==> config.mk <==
export PLATFORM = sky130hd
export DESIGN_NAME = periodic_rate_divider
export DESIGN_NICKNAME = d
export VERILOG_FILES = /design/src/rtl/prd_pkg.sv /design/src/rtl/prd_free_counter.sv /design/src/rtl/prd_rate_decode.sv /design/src/rtl/prd_event_stage.sv /design/src/rtl/periodic_rate_divider.sv
export SDC_FILE = /design/constraint.sdc
export NUM_CORES = 1
export LEC_CHECK = 0
export ABC_AREA = 0
export BUFFER_PORTS_ARGS = -buffer_cell sky130_fd_sc_hd__buf_2
export CAP_MARGIN = 25
export CORE_MARGIN = 1.5
export CORE_UTILIZATION = 60
export DETAILED_ROUTE_END_ITERATION = 10
export HOLD_SLACK_MARGIN = 0.15
export PLACE_DENSITY_LB_ADDON = 0.08
export SKIP_LAST_GASP = 1
export SLEW_MARGIN = 25
export SYNTH_ARGS = -nofsm -noshare
export SYNTH_HDL_FRONTEND = slang
export SYNTH_SLANG_ARGS = --single-unit
==> constraint.sdc <==
create_clock -name clk -period 2.4 [get_ports clk]
set_input_delay 0.12 -clock clk [delete_from_list [all_inputs] [get_ports clk]]
set_output_delay 0.12 -clock clk [all_outputs]
set_load 0.02 [all_outputs]
==> src/rtl/prd_pkg.sv <==
package prd_pkg;
  localparam int CODE_W = 4;
  typedef logic [CODE_W-1:0] rate_code_t;

  // Number of low counter bits that must wrap for an event.
  // Codes 1 and 2 alias onto 8 and 9; otherwise code-1.
  function automatic int unsigned wrap_bits(input rate_code_t code);
    int unsigned eff;
    if (code == 1)      eff = 8;
    else if (code == 2) eff = 9;
    else                eff = int'(code);
    return (eff == 0) ? 0 : eff - 1;
  endfunction
endpackage

==> src/rtl/prd_free_counter.sv <==
module prd_free_counter #(
  parameter int CNT_W = 16
) (
  input  logic             clk,
  input  logic             rst_n,
  input  logic             tick_en,
  output logic [CNT_W-1:0] cnt_o
);
  always_ff @(posedge clk) begin
    if (!rst_n)       cnt_o <= '0;
    else if (tick_en) cnt_o <= cnt_o + 1'b1;
  end
endmodule

==> src/rtl/prd_rate_decode.sv <==
module prd_rate_decode
  import prd_pkg::*;
#(
  parameter int CNT_W = 16
) (
  input  rate_code_t       rate_code,
  input  logic             per_en,
  input  logic             sqw_en,
  output logic             active_o,
  output logic [CNT_W-1:0] mask_o
);
  int unsigned nbits;

  always_comb begin
    nbits    = wrap_bits(rate_code);
    active_o = (rate_code != '0) && (per_en || sqw_en);
  end

  // A counter bit takes part in the wrap test when it lies below nbits.
  for (genvar i = 0; i < CNT_W; i++) begin : g_mask
    assign mask_o[i] = (nbits > i);
  end
endmodule

==> src/rtl/prd_event_stage.sv <==
module prd_event_stage #(
  parameter int CNT_W = 16
) (
  input  logic             clk,
  input  logic             rst_n,
  input  logic             tick_en,
  input  logic [CNT_W-1:0] cnt,
  input  logic [CNT_W-1:0] mask,
  input  logic             active,
  input  logic             per_en,
  input  logic             sqw_en,
  output logic             per_pulse_o,
  output logic             sqw_pulse_o
);
  logic [CNT_W-1:0] cnt_next;
  logic             hit;

  always_comb begin
    cnt_next = cnt + 1'b1;
    hit      = tick_en && active && ((cnt_next & mask) == '0);
  end

  always_ff @(posedge clk) begin
    if (!rst_n) begin
      per_pulse_o <= 1'b0;
      sqw_pulse_o <= 1'b0;
    end else begin
      per_pulse_o <= hit && per_en;
      sqw_pulse_o <= hit && sqw_en;
    end
  end
endmodule

==> src/rtl/periodic_rate_divider.sv <==
module periodic_rate_divider
  import prd_pkg::*;
#(
  parameter int CNT_W = 16
) (
  input  logic              clk,
  input  logic              rst_n,
  input  logic              tick_en,
  input  logic [CODE_W-1:0] rate_code,
  input  logic              per_en,
  input  logic              sqw_en,
  output logic              div_active,
  output logic              per_pulse,
  output logic              sqw_pulse
);
  logic [CNT_W-1:0] free_cnt;
  logic [CNT_W-1:0] wrap_mask;

  prd_free_counter #(.CNT_W(CNT_W)) u_cnt (
    .clk     (clk),
    .rst_n   (rst_n),
    .tick_en (tick_en),
    .cnt_o   (free_cnt)
  );

  prd_rate_decode #(.CNT_W(CNT_W)) u_dec (
    .rate_code (rate_code),
    .per_en    (per_en),
    .sqw_en    (sqw_en),
    .active_o  (div_active),
    .mask_o    (wrap_mask)
  );

  prd_event_stage #(.CNT_W(CNT_W)) u_evt (
    .clk         (clk),
    .rst_n       (rst_n),
    .tick_en     (tick_en),
    .cnt         (free_cnt),
    .mask        (wrap_mask),
    .active      (div_active),
    .per_en      (per_en),
    .sqw_en      (sqw_en),
    .per_pulse_o (per_pulse),
    .sqw_pulse_o (sqw_pulse)
  );
endmodule

Word-level counts from Yosys, hierarchy flattened --
Index checks and enable logic that the tools add are counted. Widths: inputs -> output; s select.
Cells by class: equality and inequality tests 2, mux-type cells 3, order comparisons 16, bitwise gates (word level) 1, add/subtract/negate cells 2, reductions and logical operators 9
Operators with widths (count):
- $gt 32x4->1 const B | 8
- $gt 32x3->1 const B | 4
- $gt 32x1->1 const B | 2
- $gt 32x2->1 const B | 2
- $mux 32 | 2
- $logic_not 32->1 | 1
- $sub 32x1->32 const B | 1
- $add 16x1->16 const B | 1
- $and 16x16->16 | 1
- $logic_not 16->1 | 1
- $logic_and 1x1->1 | 5
- $eq 4x1->1 const B | 1
- $eq 4x2->1 const B | 1
- $mux 4 | 1
- $reduce_bool 4->1 | 1
- $logic_or 1x1->1 | 1
Storage, ports and cells: input port bits 9, logic and storage cells 36, flip-flop bits (word level) 18

Logic depth before layout (Yosys ltp) --
depth in word-level cells 10, depth in mapped cells 12

Hierarchy --
A second synthesis with hierarchy kept.
Second synthesis, totals: cells, all modules 212, area total of the unflattened synthesis 1649.1 um^2
By module, submodules not included:
- prd_free_counter | cells an instance 83, area an instance 744.5 um^2, times used 1
- prd_event_stage | cells an instance 68, area an instance 509.2 um^2, times used 1
- prd_rate_decode | cells an instance 61, area an instance 395.4 um^2, times used 1

Worst setup path after synthesis --
Ideal clock, no wire load.
path kind in2reg, from in rate_code[2], to reg u_evt.per_pulse_o, data required time 2284 ps, arrival 1991 ps, path slack 294 ps, cell stages on the path 12, buffers on the path 3, library setup time 116 ps, cell sequence buf_2 > clkbuf_1 > nor2_1 > nor2_1 > ha_1 > nor2b_1 > buf_2 > nor3_1 > o311ai_0 > o22ai_2 > nor4_1 > and3_1
On the way: word-level cells in the longest chain between the ends 10, elaborated cells between the ends (all ways) 30, classes of those cells add/sub: 1; order compare: 16; eq/ne: 2; mux: 3; bitwise: 1; reduce/logical: 7
Ends and longest elaborated chain:
- start: declaration | RTL line periodic_rate_divider.sv:9 | input logic [CODE_W-1:0] rate_code,
- $eq 4x2->1 | RTL line prd_pkg.sv:10 | else if (code == 2) eff = 9;
- $mux 4 | RTL line prd_pkg.sv:10
- $mux 32 | RTL line prd_pkg.sv:9 | if (code == 1) eff = 8;
- $sub 32x1->32 / $logic_not 32->1 (equally long branches) | RTL line prd_pkg.sv:12 | return (eff == 0) ? 0 : eff - 1;
- $mux 32 | RTL line prd_pkg.sv:12
- $gt 32x1->1 (tied with other cells) | RTL line prd_rate_decode.sv:21 | assign mask_o[i] = (nbits > i);
- $and 16x16->16 | RTL line prd_event_stage.sv:20 | hit = tick_en && active && ((cnt_next & mask) == '0);
- $logic_not 16->1 | RTL line prd_event_stage.sv:20
- $logic_and 1x1->1 * | RTL line prd_event_stage.sv:20
- $logic_and 1x1->1 * | RTL line prd_event_stage.sv:28 | per_pulse_o <= hit && per_en;
- end signal: assignment | RTL line prd_event_stage.sv:28
- end: declaration | RTL line prd_event_stage.sv:12 | output logic per_pulse_o,
Every way passes the cells marked *; elsewhere a longest branch is shown, timed or not. A chain may end at the register's enable or synchronous reset.

Worst setup path after layout --
from reg u_cnt.cnt_o[3], to reg u_evt.sqw_pulse_o
On the way: word-level cells in the longest chain between the ends 5
Ends and longest elaborated chain:
- start: declaration | RTL line prd_free_counter.sv:7 | output logic [CNT_W-1:0] cnt_o
- start signal: assignment | RTL line prd_free_counter.sv:11 | else if (tick_en) cnt_o <= cnt_o + 1'b1;
- $add 16x1->16 | RTL line prd_event_stage.sv:19 | cnt_next = cnt + 1'b1;
- $and 16x16->16 | RTL line prd_event_stage.sv:20
- $logic_not 16->1 | RTL line prd_event_stage.sv:20
- $logic_and 1x1->1 | RTL line prd_event_stage.sv:20
- $logic_and 1x1->1 | RTL line prd_event_stage.sv:29 | sqw_pulse_o <= hit && sqw_en;
- end signal: assignment | RTL line prd_event_stage.sv:29
- end: declaration | RTL line prd_event_stage.sv:13 | output logic sqw_pulse_o
No other way between the ends.

==> results.tsv <==
metric	value	unit
outcome	finished clean	
WL per Instance	14.8	um
Die Width	55.1	um
Setup TNS	0	ns
Arr. time, crit path	2.37	ns
top post-synthesis cells by area	dfxtp_1, xnor2_1, and2_1	
most frequent cells after synthesis	dfxtp_1, xnor2_1, nor2_1	
clk slew on worst S/H paths	0.10	ns
Power, Total	640	uW
Cell Rows	18	
Worst path top cell family by delay	simple AND/OR/NAND/NOR gates	
DR WL met2	1680	um
dominant register cell in the synthesized netlist	dfxtp_1	
DRT iter0 DRCs	35	
first-pass GRT wire length	5930	um
share of cells above drive strength 1	0.158	
core footprint	2520	um^2
CTS tree	built	
Top Layer Used	met4	
share of Yosys cell area claimed by the top area cell type	0.221	
Ant. Diodes	0	
CP Buf/Inv Count	0	
crit-path cells	nand3_1 > nor4_2 > xnor2_1 > o22ai_1 > nor4_1 > and3_1	
Fmax	0.472	GHz
largest net degree at the start of global routing	18	
Seq/Total Area, Yosys	0.221	
Compound-Gate Fraction of Synth Area	0.166	
Routed WL	3630	um
remaining antenna violation count after routing	0	
EDFF count, synth	0	
CTS buffer count	3	
Die Y	55.1	um
unrepaired setup endpoints after global routing	false	
initial antenna violation count	0	
Initial DRT Pass Iterations	4	
maximum VDD drop	404	uV
Synthesized Nets	219	
Adder-Cell Fraction of Synth Area	0.0153	
Finish-stage setup viols	0	
Avg Vias per Cell	6.29	
CP max-delay cell	dfxtp_1	
Final Skew	0.00486	ns
Setup crit end kind	register	
CP required	2.65	ns
fin worst setup slack	0.280	ns
htree depth	1	
vias in the first global route	1401	
Final Non-Filler Cells	245	
largest family of logic cells by synthesized area	simple AND/OR/NAND/NOR gates	
flops & latches, synth	18	
gr ovfl total	0	
largest buffer count on any clock path	2	
Worst path max stage delay	0.57	ns
Crit Path Max Fanout	9	
Skew-Pair Late Insertion Delay	0.30	ns
asr flop ratio synth	0	
WS Path Type	register to register	
Initial Utilization	0.647	
Yosys warnings	0	
Post-CTS Setup Inserts	0	
I/O Buffers	11	
I/O pin count	12	
total global-route track usage	0.270	
Die ar.	3040	um^2
Final GP Congestion	1.02	
Post-Synth Simple-Gate Area	0.381	
worst slew pin tran	0.406	ns
mux share of post-synthesis cell area	0.0123	
Final nets	227	
WHS	0.176	ns
Tcrit/Tclk final	0.883	
hpwl dp	2700	um
crit path launch type	register	
MaxCap Viol Count	0	
Post-Place Setup Slack	0.217	ns
area delta synth->final	6.52	%
synthesized instance count	208	
clock root buffer	clkbuf_4	
Worst Hold Class	primary input to register	
clk sinks	18	
post-route minimum period	2.12	ns
routed wl met3	176	um
Yosys cell types	51	
via count	1541	
drt drc	0	
pwr/cell area	368	nW/um^2
Yosys top cell by area	dfxtp_1	
DRT met1 WL	1680	um
Netlist Area Pre-Place	1630	um^2
final hold violations	0	
Placed Cells	239	
relative slew slack	0.726	
XOR/XNOR share of the synthesized area	0.123	
final count of pins violating max slew	0	
synthesized area per cell	7.84	um^2
LEAKAGE	0.625	nW
## registers in the layout, summed over array words and instances, names as in the netlist
name               flops
u_cnt.cnt_o           16
u_evt.per_pulse_o      1
u_evt.sqw_pulse_o      1
## worst reg2reg max path, cell delays in order, from the launching register on
cell and delay, ns:
dfxtp_1 0.57, nand3_1 0.29, nor4_2 0.38, xnor2_1 0.17
o22ai_1 0.10, nor4_1 0.36, and3_1 0.20
## logic make-up (layout without fill, tap and decap cells)
family          count (synthesis)  count (layout)
xor+xnor                       23              23
compound gates                 39              39
fa+ha+maj                       2               2
simple gates                  100             100
buf+inv                        24              31
mux                             2               2
flops                          18              18
## where the power goes
group	internal (mW)	switching, mW	total [mW]
sequential	0.303	0.00272	0.306
clock	0.0927	0.0971	0.190
combinational	0.0631	0.0818	0.145
total	0.459	0.182	0.640
## layer usage
| layer | vias up | track usage |
|---|---|---|
| li1 | 772 | - |
| met1 | 711 | 0.327 |
| met2 | 47 | 0.476 |
| met3 | 11 | 0.0403 |
| met4 | 0 | 0.106 |
| met5 | - | 0 |
## final timing paths
kind / end / depth (start not counted) / slack, ns / from
max: u_evt.sqw_pulse_o / 6 / 0.28 / u_cnt.cnt_o[3]
min reg2reg: u_cnt.cnt_o[8] / 2 / 0.62 / u_cnt.cnt_o[8]
max reg2reg: u_evt.sqw_pulse_o / 6 / 0.28 / u_cnt.cnt_o[3]
min: u_cnt.cnt_o[9] / 2 / 0.18 / rst_n
## layout by cell type (no fill, tap or decap), drive strengths merged, types with 5 or more instances in the layout
| cell type | instances |
|---|---|
| nor3 | 5 |
| nand3 | 7 |
| nand2 | 13 |
| nor2 | 16 |
| and3 | 6 |
| o21ai | 8 |
| and2 | 12 |
| inv | 6 |
| nand4 | 11 |
| a21oi | 6 |
| buf | 19 |
| xnor2 | 18 |
| xor2 | 5 |
| nor2b | 6 |
| dfxtp | 18 |
| nor4 | 12 |
## repair_timing
action / CTS / global route
setup endpoints to repair: 0 / 1
endpoints found under the hold margin: 2 / 0
gates resized for setup: 0 / 1
hold buffers: 2 / 0
## layout make-up
cell class | count | area [um^2]
flip-flops and latches | 18 | 360
well taps | 30 | 37.5
fillers | 230 | 785
multi-input cells | 166 | 1150
inverters | 6 | 22.5
clock buffers | 4 | 36.3
repair buffers | 21 | 135
## through the flow
step            util  instance area [um^2]
2_1_floorplan      -                  1630
3_3_place_gp   0.664                  1680
3_5_place_dp   0.664                  1680
4_1_cts        0.687                  1730
5_1_grt        0.689                  1740
6_report       0.689                  1740
No activity file was read; power rests on OpenSTA's default activity.
